`src/rtl/psc_pkg.sv`:
```
package psc_pkg;

  localparam int NUM_RATES    = 8;
  localparam int FRAME_KHZ    = 8;
  localparam int OS_PER_FRAME = 32;
  localparam int CODE_W       = $clog2(NUM_RATES);
  localparam int PER_W        = 11;

  typedef logic [CODE_W-1:0] rate_code_t;

  typedef enum logic [1:0] {
    PWR_STANDBY = 2'd0,
    PWR_WAKE    = 2'd1,
    PWR_ACTIVE  = 2'd2
  } pwr_state_e;

  typedef struct packed {
    logic       hit;
    rate_code_t code;
  } rate_match_t;

  // supported master clock rates in kHz, index = rate code
  function automatic int rate_khz(input int i);
    case (i)
      0:       return 256;
      1:       return 512;
      2:       return 1536;
      3:       return 1544;
      4:       return 2048;
      5:       return 2560;
      6:       return 4096;
      default: return 4800;
    endcase
  endfunction

  function automatic int nominal_count(input int i);
    return rate_khz(i) / FRAME_KHZ;
  endfunction

  function automatic int max_nominal();
    int m;
    m = 0;
    for (int i = 0; i < NUM_RATES; i++)
      if (nominal_count(i) > m) m = nominal_count(i);
    return m;
  endfunction

  // nearest table entry within tol cycles
  function automatic rate_match_t match_period(input logic [PER_W-1:0] per, input int tol);
    rate_match_t r;
    int best;
    int d;
    r.hit  = 1'b0;
    r.code = '0;
    best   = tol + 1;
    for (int i = 0; i < NUM_RATES; i++) begin
      d = int'(per) - nominal_count(i);
      if (d < 0) d = -d;
      if (d < best) begin
        best   = d;
        r.hit  = 1'b1;
        r.code = CODE_W'(i);
      end
    end
    return r;
  endfunction

endpackage

```
`src/rtl/psc_period_meter.sv`:
```
module psc_period_meter
  import psc_pkg::*;
#(
  parameter int TOL        = 1,
  parameter int RESET_CODE = 0
) (
  input  logic       clk,
  input  logic       rst_n,
  input  logic       fs_tx_i,
  input  logic       loss_hit_i,
  output logic       fs_edge_o,
  output rate_code_t rate_code_o,
  output logic       rate_fault_o
);

  logic             fs_q;
  logic [PER_W-1:0] per_q;
  logic             have_q;
  logic             prev_ok_q;
  rate_code_t       prev_code_q;
  rate_code_t       code_q;
  logic             fault_q;

  rate_match_t      m_now;
  logic             measure;
  logic             confirm;

  assign fs_edge_o = fs_tx_i & ~fs_q;
  assign m_now     = match_period(per_q, TOL);
  assign measure   = fs_edge_o & have_q & ~loss_hit_i;
  assign confirm   = measure & m_now.hit & prev_ok_q & (prev_code_q == m_now.code);

  always_ff @(posedge clk or negedge rst_n) begin
    if (!rst_n) begin
      fs_q        <= 1'b0;
      per_q       <= '0;
      have_q      <= 1'b0;
      prev_ok_q   <= 1'b0;
      prev_code_q <= '0;
      code_q      <= CODE_W'(RESET_CODE);
      fault_q     <= 1'b0;
    end else begin
      fs_q <= fs_tx_i;
      if (fs_edge_o)
        per_q <= PER_W'(1);
      else if (per_q != '1)
        per_q <= per_q + PER_W'(1);

      if (fs_edge_o)
        have_q <= 1'b1;
      else if (loss_hit_i)
        have_q <= 1'b0;

      if (measure) begin
        if (m_now.hit) begin
          fault_q     <= 1'b0;
          prev_ok_q   <= 1'b1;
          prev_code_q <= m_now.code;
          if (confirm) code_q <= m_now.code;
        end else begin
          fault_q   <= 1'b1;
          prev_ok_q <= 1'b0;
        end
      end
    end
  end

  assign rate_code_o  = code_q;
  assign rate_fault_o = fault_q;

  p_code_on_edge_r2: assert property (@(posedge clk) disable iff (!rst_n)
    !$stable(code_q) |-> $past(fs_edge_o));

  p_code_confirmed_r2: assert property (@(posedge clk) disable iff (!rst_n)
    !$stable(code_q) |-> ($past(prev_ok_q) && $past(prev_code_q) == code_q));

  p_fault_holds_code_r3: assert property (@(posedge clk) disable iff (!rst_n)
    $rose(fault_q) |-> $stable(code_q));

endmodule

```
`src/rtl/psc_strobe_gen.sv`:
```
module psc_strobe_gen
  import psc_pkg::*;
#(
  parameter int NOM_W = 10
) (
  input  logic             clk,
  input  logic             rst_n,
  input  logic             fs_edge_i,
  input  logic             enable_i,
  input  logic [NOM_W-1:0] nominal_i,
  output logic             os_o,
  output logic             smp_o
);

  localparam int ACC_W  = NOM_W + 1;
  localparam int NSTR_W = $clog2(OS_PER_FRAME + 1);

  logic [ACC_W-1:0]  acc_q;
  logic [NSTR_W-1:0] nstr_q;
  logic [ACC_W-1:0]  acc_sum;
  logic              room;
  logic              tick;

  assign acc_sum = acc_q + ACC_W'(OS_PER_FRAME);
  assign room    = nstr_q < NSTR_W'(OS_PER_FRAME);
  assign tick    = room && (acc_sum >= ACC_W'(nominal_i));

  always_ff @(posedge clk or negedge rst_n) begin
    if (!rst_n) begin
      acc_q  <= '0;
      nstr_q <= NSTR_W'(OS_PER_FRAME);
      os_o   <= 1'b0;
      smp_o  <= 1'b0;
    end else if (fs_edge_i) begin
      acc_q  <= '0;
      nstr_q <= NSTR_W'(1);
      os_o   <= enable_i;
      smp_o  <= enable_i;
    end else begin
      smp_o <= 1'b0;
      os_o  <= tick & enable_i;
      if (tick) begin
        acc_q  <= acc_sum - ACC_W'(nominal_i);
        nstr_q <= nstr_q + NSTR_W'(1);
      end else if (room) begin
        acc_q <= acc_sum;
      end
    end
  end

  p_strobe_cap_r4: assert property (@(posedge clk) disable iff (!rst_n)
    nstr_q <= NSTR_W'(OS_PER_FRAME));

  p_acc_below_nominal_r4: assert property (@(posedge clk) disable iff (!rst_n)
    room |-> (acc_q < ACC_W'(nominal_i)));

  p_smp_pairs_os_r5: assert property (@(posedge clk) disable iff (!rst_n)
    smp_o |-> os_o);

endmodule

```
`src/rtl/psc_power_ctl.sv`:
```
module psc_power_ctl
  import psc_pkg::*;
#(
  parameter int WAKE_FRAMES = 2,
  parameter int LOSS_LIMIT  = 602
) (
  input  logic clk,
  input  logic rst_n,
  input  logic fs_tx_i,
  input  logic fs_rx_i,
  input  logic fs_edge_i,
  input  logic pwr_up_i,
  output logic loss_hit_o,
  output logic standby_o,
  output logic tx_oe_o
);

  localparam int LOSS_W = $clog2(LOSS_LIMIT + 1);
  localparam int WK_W   = $clog2(WAKE_FRAMES + 1);

  logic [LOSS_W-1:0] loss_q;
  logic [WK_W-1:0]   wk_q;
  pwr_state_e        st_q;
  pwr_state_e        st_d;
  logic [WK_W-1:0]   wk_d;

  assign loss_hit_o = (loss_q == LOSS_W'(LOSS_LIMIT));

  always_comb begin
    st_d = st_q;
    wk_d = wk_q;
    unique case (st_q)
      PWR_STANDBY: begin
        if (pwr_up_i && fs_edge_i) begin
          st_d = PWR_WAKE;
          wk_d = '0;
        end
      end
      PWR_WAKE: begin
        if (!pwr_up_i || loss_hit_o) begin
          st_d = PWR_STANDBY;
        end else if (fs_edge_i) begin
          if (wk_q == WK_W'(WAKE_FRAMES - 1)) st_d = PWR_ACTIVE;
          else                                wk_d = wk_q + WK_W'(1);
        end
      end
      default: begin
        if (!pwr_up_i || loss_hit_o) st_d = PWR_STANDBY;
      end
    endcase
  end

  always_ff @(posedge clk or negedge rst_n) begin
    if (!rst_n) begin
      loss_q <= '0;
      wk_q   <= '0;
      st_q   <= PWR_STANDBY;
    end else begin
      if (fs_tx_i || fs_rx_i)
        loss_q <= '0;
      else if (!loss_hit_o)
        loss_q <= loss_q + LOSS_W'(1);
      wk_q <= wk_d;
      st_q <= st_d;
    end
  end

  assign standby_o = (st_q == PWR_STANDBY);
  assign tx_oe_o   = (st_q == PWR_ACTIVE);

  p_loss_to_standby_r7: assert property (@(posedge clk) disable iff (!rst_n)
    (loss_hit_o && !standby_o) |=> standby_o);

  p_pin_low_standby_r8: assert property (@(posedge clk) disable iff (!rst_n)
    !pwr_up_i |=> standby_o);

  p_oe_on_tx_edge_r9: assert property (@(posedge clk) disable iff (!rst_n)
    $rose(tx_oe_o) |-> $past(fs_edge_i));

endmodule

```
`src/rtl/psc_prescaler.sv`:
```
module psc_prescaler
  import psc_pkg::*;
#(
  parameter int TOL         = 1,
  parameter int RESET_CODE  = 0,
  parameter int WAKE_FRAMES = 2,
  parameter int LOSS_MARGIN = 2
) (
  input  logic                    clk,
  input  logic                    rst_n,
  input  logic                    fs_tx_i,
  input  logic                    fs_rx_i,
  input  logic                    pwr_up_i,
  output logic                    os_strobe_o,
  output logic                    smp_strobe_o,
  output logic [psc_pkg::CODE_W-1:0] rate_code_o,
  output logic                    rate_fault_o,
  output logic                    standby_o,
  output logic                    pcm_tx_oe_o
);

  localparam int MAX_NOM    = max_nominal();
  localparam int NOM_W      = $clog2(MAX_NOM + 1);
  localparam int LOSS_LIMIT = MAX_NOM + LOSS_MARGIN;

  logic             fs_edge;
  logic             loss_hit;
  rate_code_t       code;
  logic [NOM_W-1:0] nominal;

  assign nominal = NOM_W'(nominal_count(int'(code)));

  psc_period_meter #(.TOL(TOL), .RESET_CODE(RESET_CODE)) u_meter (
    .clk          (clk),
    .rst_n        (rst_n),
    .fs_tx_i      (fs_tx_i),
    .loss_hit_i   (loss_hit),
    .fs_edge_o    (fs_edge),
    .rate_code_o  (code),
    .rate_fault_o (rate_fault_o)
  );

  psc_power_ctl #(.WAKE_FRAMES(WAKE_FRAMES), .LOSS_LIMIT(LOSS_LIMIT)) u_power (
    .clk        (clk),
    .rst_n      (rst_n),
    .fs_tx_i    (fs_tx_i),
    .fs_rx_i    (fs_rx_i),
    .fs_edge_i  (fs_edge),
    .pwr_up_i   (pwr_up_i),
    .loss_hit_o (loss_hit),
    .standby_o  (standby_o),
    .tx_oe_o    (pcm_tx_oe_o)
  );

  psc_strobe_gen #(.NOM_W(NOM_W)) u_strobe (
    .clk       (clk),
    .rst_n     (rst_n),
    .fs_edge_i (fs_edge),
    .enable_i  (~standby_o),
    .nominal_i (nominal),
    .os_o      (os_strobe_o),
    .smp_o     (smp_strobe_o)
  );

  assign rate_code_o = code;

  p_quiet_in_standby_r11: assert property (@(posedge clk) disable iff (!rst_n)
    $past(standby_o) |-> (!os_strobe_o && !smp_strobe_o));

endmodule

```
`config.mk`:
```
export PLATFORM = sky130hd
export DESIGN_NAME = psc_prescaler
export DESIGN_NICKNAME = d
export VERILOG_FILES = /design/src/rtl/psc_pkg.sv /design/src/rtl/psc_period_meter.sv /design/src/rtl/psc_strobe_gen.sv /design/src/rtl/psc_power_ctl.sv /design/src/rtl/psc_prescaler.sv
export SDC_FILE = /design/constraint.sdc
export NUM_CORES = 1
export LEC_CHECK = 0
export ABC_AREA = 0
export BUFFER_PORTS_ARGS = -buffer_cell sky130_fd_sc_hd__buf_2
export CAP_MARGIN = 20
export CORE_MARGIN = 2
export CORE_UTILIZATION = 35
export CTS_BUF_LIST = sky130_fd_sc_hd__clkbuf_16
export DETAILED_ROUTE_END_ITERATION = 7
export PLACE_DENSITY = 0.52
export SLEW_MARGIN = 20
export SYNTH_ARGS = -nofsm -noshare
export SYNTH_HDL_FRONTEND = slang
export SYNTH_SLANG_ARGS = --single-unit
```
`constraint.sdc`:
```
create_clock -name clk -period 22 [get_ports clk]
set_input_delay 4.4 -clock clk [delete_from_list [all_inputs] [get_ports clk]]
set_output_delay 4.4 -clock clk [all_outputs]
set_load 0.02 [all_outputs]
```
Word-level counts from Yosys, hierarchy flattened

Index checks and enable logic that the tools add are counted.

Add/sub/neg operators: 23
Magnitude comparators: 18
Eq/ne operators: 19
Mux-type cells: 50
Bitwise gates (word level): 11
Reduce and logical (&&, ||, !) cells: 18

Operators with widths:

| operator                                                    | count |
|---|---|
| 2-to-1 mux 32 bit                                           | 15 |
| less-than comparator 32 x 1 -> 1 bit, second input constant | 8 |
| negator 32 bit                                              | 8 |
| less-than comparator 32 bit                                 | 7 |
| one-hot mux 13 bit (7 select lines)                         | 1 |
| 2-to-1 mux 11 bit                                           | 5 |
| less-than comparator 32 x 3 -> 1 bit, second input constant | 1 |
| 2-to-1 mux 4 bit                                            | 8 |
| subtractor 11 x 10 -> 12 bit, second input constant         | 2 |
| subtractor 11 x 8 -> 12 bit, second input constant          | 2 |
| subtractor 11 x 9 -> 12 bit, second input constant          | 2 |
| 2-to-1 mux 10 bit                                           | 2 |
| 2-to-1 mux 2 bit                                            | 9 |
| 2-to-1 mux 6 bit                                            | 2 |
| subtractor 11 x 6 -> 12 bit, second input constant          | 1 |
| subtractor 11 x 7 -> 12 bit, second input constant          | 1 |
| adder 11 x 1 -> 11 bit, second input constant               | 1 |
| adder 11 x 6 -> 11 bit, second input constant               | 1 |
| >= comparator 11 x 10 -> 1 bit                              | 1 |
| inequality test 11 bit, second input constant               | 1 |
| subtractor 11 x 10 -> 11 bit                                | 1 |
| adder 10 x 1 -> 10 bit                                      | 1 |
| adder 10 x 1 -> 10 bit, second input constant               | 1 |
| == test 10 bit, second input constant                       | 1 |
| 30 further kinds                                            | 57 |

Bits in registers: 54
Output and inout port bits: 8

Depth between registers and ports, before layout

Depth after elaboration: 23
Mapped depth: 97

Cells and area by module

From an unflattened synthesis, not the netlist that was laid out.

Cell total of the unflattened synthesis: 1464
Area total of the unflattened synthesis: 11429.7 µm²

By module, submodules not included:

| module           | instances | cells an instance | area an instance (µm²) |
|---|---|---|---|
| psc_period_meter | 1         | 1187              | 8974.9 |
| psc_strobe_gen   | 1         | 187               | 1622.8 |
| psc_power_ctl    | 1         | 81                | 773.2 |
| psc_prescaler    | 1         | 9                 | 58.8 |

Worst setup path after synthesis

No wires, ideal clock.

Path kind: flip-flop to flip-flop
Start: register u_meter.per_q[5]
End: register u_meter.code_q[1], in the netlist u_meter.rate_code_o[1]
Library setup time: 128 ps
Arrival: 17290 ps
Required time: 21872 ps
Path slack: 4582 ps
Cell stages (with the launch flop): 91
Clock period less this slack: 17418 ps
Cell sequence: dfrtp_1 -> clkbuf_1 -> inv_1 -> clkbuf_1 -> ha_1 -> and3_1 -> clkbuf_1 -> a21oi_1 -> nor3_1 -> a31oi_1 -> nor2_1 -> nand4_1 -> ha_1 -> inv_1 -> and2_1 -> inv_1 -> ha_1 -> a21oi_1 -> (+55 left out) -> nand2_1 -> o21ai_0 -> clkbuf_1 -> clkbuf_1 -> o21a_1 -> ha_1 -> nand4_1 -> a21oi_1 -> o31ai_1 -> a31oi_1 -> nor2_1 -> nand3b_1 -> nor3_1 -> a31oi_1 -> and3_1 -> nand3b_1 -> a211oi_2 -> mux2_1

Word-level cells in the longest chain between the ends: 23
Elaborated cells on any way between the ends: 60
Those cells by class: add/sub (16); order compare (16); eq/ne (1); mux (23); bitwise (3); reduce/logical (1)

RTL lines:

| item                                                                          | RTL line               | text |
|---|---|---|
| start, declared                                                               | psc_period_meter.sv:17 | `logic [PER_W-1:0] per_q;` |
| start signal, assigned                                                        | psc_period_meter.sv:47 | `per_q <= per_q + PER_W'(1);` |
| subtractor 11 x 6 -> 12 bit                                                   | psc_pkg.sv:57          | `d = int'(per) - nominal_count(i);` |
| negator 32 bit / less-than comparator 32 x 1 -> 1 bit (equally long branches) | psc_pkg.sv:58          | `if (d < 0) d = -d;` |
| 2-to-1 mux 32 bit                                                             | psc_pkg.sv:58          |  |
| less-than comparator 32 x 3 -> 1 bit                                          | psc_pkg.sv:59          | `if (d < best) begin` |
| 2-to-1 mux 32 bit                                                             | psc_pkg.sv:59          |  |
| less-than comparator 32 bit                                                   | psc_pkg.sv:59          |  |
| 2-to-1 mux 32 bit                                                             | psc_pkg.sv:59          |  |
| less-than comparator 32 bit                                                   | psc_pkg.sv:59          |  |
| (+5 left out)                                                                 | --                     |  |
| less-than comparator 32 bit                                                   | psc_pkg.sv:59          |  |
| 2-to-1 mux 32 bit                                                             | psc_pkg.sv:59          |  |
| less-than comparator 32 bit                                                   | psc_pkg.sv:59          |  |
| 2-to-1 mux 32 bit                                                             | psc_pkg.sv:59          |  |
| less-than comparator 32 bit                                                   | psc_pkg.sv:59          |  |
| 2-to-1 mux 4 bit (*)                                                          | psc_pkg.sv:59          |  |
| bitwise AND 1 bit (3 in a row)                                                | psc_period_meter.sv:31 | `assign confirm = measure & m_now.hit & prev_ok_q & (prev_code_q == m_now.code);` |
| AND reduction 3 bit (no line)                                                 | --                     |  |
| end signal, assigned                                                          | psc_period_meter.sv:40 | `code_q <= CODE_W'(RESET_CODE);` |
| end signal, assigned                                                          | psc_period_meter.sv:59 | `if (confirm) code_q <= m_now.code;` |
| end, declared                                                                 | psc_period_meter.sv:21 | `rate_code_t code_q;` |

Mark *: on every way between the ends. The rest lies on a longest branch, timed or not.
A chain may end at the register's enable or synchronous reset.

Final worst setup path

Start: register u_meter.per_q[9]
End: register u_meter.code_q[0], in the netlist u_meter.rate_code_o[0]

The elaborated chain is that of the path after synthesis.

==> impl_metrics.py <==
metrics = {
    "run_status": {
        "status": "finished, final reports clean",
    },
    "sta": {
        "rsz0062_at_grt": "false",
        "relSlewSlack_pct": 38.5,
        "finalCritPeriodShare_pct": 92.0,
        "setup_violations": 0,
        "worstMarginPinSlew_ns": 0.914,
        "fin_setup_tns_ns": 0,
        "fin_skew_ns": 0.00840,
        "hold_viol": 0,
        "final.hold.worst_slack_ns": 0.480,
        "drv_slew": 0,
        "fmax_mhz": 49.4,
        "period_needed_ns": 20.24,
    },
    "floorplanning": {
        "start_util_pct": 35.3,
        "ios": 13,
        "die_w_um": 182,
        "die_h_um": 182,
        "rows": 65,
        "design.core.area_mm2": 0.0314,
        "fp.dieArea_mm2": 0.0331,
    },
    "final_layout": {
        "area_delta_synth_final_pct": 14.3,
        "multi_input_area_mm2": 0.0102,
        "nets": 1941,
        "antenna_cells": 0,
        "final-seq-area_mm2": 0.00135,
        "drive_gt1_share_pct": 4.33,
        "fillers": 3285,
    },
    "clocking": {
        "cts_tree": "built",
        "htreeDepth": 2,
        "clk_pin_slew_ns": 0.08,
        "holdBufCountCts": 0,
        "root_buffer": "clkbuf_16",
        "clock_latency_ns": 0.30,
        "clockBufferDepth": 2,
        "numCtsBuffers": 5,
        "cts.sinks": 54,
    },
    "power_and_ir_drop": {
        "power.density_mw_per_mm2": 80.0,
        "cellLeakagePower_nw": 6.28,
        "p_total_w": 0.00101,
        "peakVddDrop_uv": 51.5,
    },
    "routing": {
        "drt-met1-wl_um": 15300,
        "drc_errors": 0,
        "drt-initial-drc-count": 567,
        "top_layer": "met4",
        "drt_wl_total_um": 30400,
        "via_per_inst": 5.03,
        "ant_nets": 0,
        "num_vias": 10487,
        "route.met2.wl_um": 13500,
        "post_drt_wl_per_cell_um": 14.6,
        "firstDrtPassIters": 5,
        "dr_wl_met3_um": 963,
    },
    "logic_synthesis": {
        "synth_mux_area_share_pct": 4.09,
        "synth_warnings": 0,
        "synth_area_mm2": 0.0111,
        "synth-main-ff-cell": "dfrtp_1",
        "syn_avg_cell_area_um2": 7.67,
        "synth_fa_ha_area_share_pct": 28.6,
        "synthArstFlopShare_pct": 100,
        "synthTopCellsByArea": "ha_1 29%, dfrtp_1 12%, xnor2_1 6.8%",
        "synth_seq_cells": 54,
        "post-synth-top-area-cell": "ha_1",
        "synthTopCellsByCount": "253 x ha_1, 174 x nand2_1, 141 x nor2_1, 110 x a21oi_1, 86 x xnor2_1",
        "ys_types": 77,
        "synth_seq_area_share_pct": 12.2,
        "synth_most_common_cell": "ha_1",
        "synth_compound_area_share_pct": 18.9,
        "synth_xor_area_share_pct": 9.65,
        "synth_edf_count": 0,
        "synth.top_cell.area_share_pct": 28.6,
        "synth-simple-area-share_pct": 22.4,
        "synth_top_family_by_area": "adder cells",
        "netlist_instances": 1444,
    },
    "global_routing": {
        "grt_pass1_wl_um": 49800,
        "globalRouteOverflowTotal": 0,
        "grt_use_total_pct": 18.5,
        "antenna_found_initial": 0,
        "grt_pass1_vias": 9705,
        "grt_max_degree": 55,
    },
    "critical_path": {
        "crit_family": "compound AO/OA/AOI/OAI gates",
        "critPathRequiredTime_ns": 22.18,
        "endpoint_kind": "flop",
        "crit_arrival_ns": 20.42,
        "cp-start-kind": "flop",
        "critPathBufInv": 7,
        "slowest_delay_ns": 0.88,
        "crit_slowest_cell": "nor4_1",
        "crit_path_max_fanout": 25,
        "worstSetupPathType": "flop to flop",
    },
    "placed_design": {
        "portBuffers": 12,
        "place_hpwl_um": 25600,
        "place.gp.congestion": 0.958,
    },
    "job": {
        "maxCapViolCount": 0,
    },
    "min_path": {
        "holdCritPathClass": "flop to flop",
    },
}
## cell families after synthesis
group           after synthesis
xor+xnor                    122
mux                          44
fa+ha+maj                   253
other cells                   2
compound gates              327
flops                        54
buf+inv                     119
simple gates                523
## through the flow
stage | std cells | setup slack, ns | area (um2) | utilization (%)
2_1_floorplan | 1696 | 4.58 | 12000 | -
3_3_place_gp | 2078 | 1.90 | 12500 | 39.8
3_5_place_dp | 2078 | 1.43 | 12500 | 39.8
4_1_cts | 2086 | 1.38 | 12600 | 40.3
5_1_grt | 2086 | 0.191 | 12700 | 40.3
6_report | 2086 | 1.76 | 12700 | 40.3
## timing repair
action | CTS | global route
setup endpoints to repair | 0 | 5
hold endpoints to repair | 0 | 0
resized for setup | 0 | 3
setup buffers | 0 | 0
## layout make-up
type | count | share of cell area (%)
clock inverter | 3 | 0.227
multi-input combinational | 1523 | 80.8
inverter | 78 | 2.34
sequential | 54 | 10.7
tap | 402 | 3.97
clock buffer | 5 | 0.988
timing repair buffer | 21 | 1.01
## tightest hold or removal path: stages (launching register included)
cell,delay (ns)
dfrtp_1,0.35
nand2_1,0.05
nand2_1,0.05
## path summary, 6_finish.rpt
path,startpoint,endpoint,slack [ns],cells past startpoint
max,u_meter.per_q[9]$_DFFE_PN0P_,u_meter.rate_code_o[0]$_DFFE_PN0P_,1.76,76
min,u_meter.have_q$_DFFE_PN0P_,u_meter.have_q$_DFFE_PN0P_,0.48,2
max reg2reg,u_meter.per_q[9]$_DFFE_PN0P_,u_meter.rate_code_o[0]$_DFFE_PN0P_,1.76,76
min reg2reg,u_meter.have_q$_DFFE_PN0P_,u_meter.have_q$_DFFE_PN0P_,0.48,2
max in group asynchronous,rst_n,u_meter.per_q[9]$_DFFE_PN0P_,17.24,2
min in group asynchronous,rst_n,u_strobe.acc_q[10]$_DFFE_PN0N_,4.23,2
## sequential cells by signal (all words and copies together), names as in the netlist
signal                flops
u_meter.per_q            11
u_strobe.acc_q           11
u_power.loss_q           10
u_strobe.nstr_q           6
u_meter.prev_code_q       3
u_meter.rate_code_o       3
u_power.st_q              2
u_power.wk_q              2
u_meter.fs_q              1
u_meter.have_q            1
u_meter.prev_ok_q         1
u_meter.rate_fault_o      1
u_strobe.os_o             1
u_strobe.smp_o            1
## cell usage in the layout, fill, tap and decap left out, drive strengths merged, types with 33 or more instances in the layout
| cell | count |
|---|---|
| xnor2 | 86 |
| dfrtp | 53 |
| nand4 | 39 |
| inv | 76 |
| conb | 254 |
| nor2 | 141 |
| mux2i | 34 |
| ha | 253 |
| nand2 | 174 |
| o21ai | 72 |
| nand3 | 43 |
| nor3 | 33 |
| a21oi | 111 |
| xor2 | 36 |
## where the power goes
group | internal [W] | switching, W | leakage [nW]
logic | 0.000319 | 0.000456 | 5.51
registers | 0.000121 | 0.0000323 | 0.689
clock network | 0.0000435 | 0.0000400 | 0.0759
## routing by layer
layer,GRT usage [%],up-vias
met3,1.62,37
met2,30.6,192
met4,4.03,0
li1,-,5442
met5,0,-
met1,26.1,4816
(Power assumes the default switching activity.)
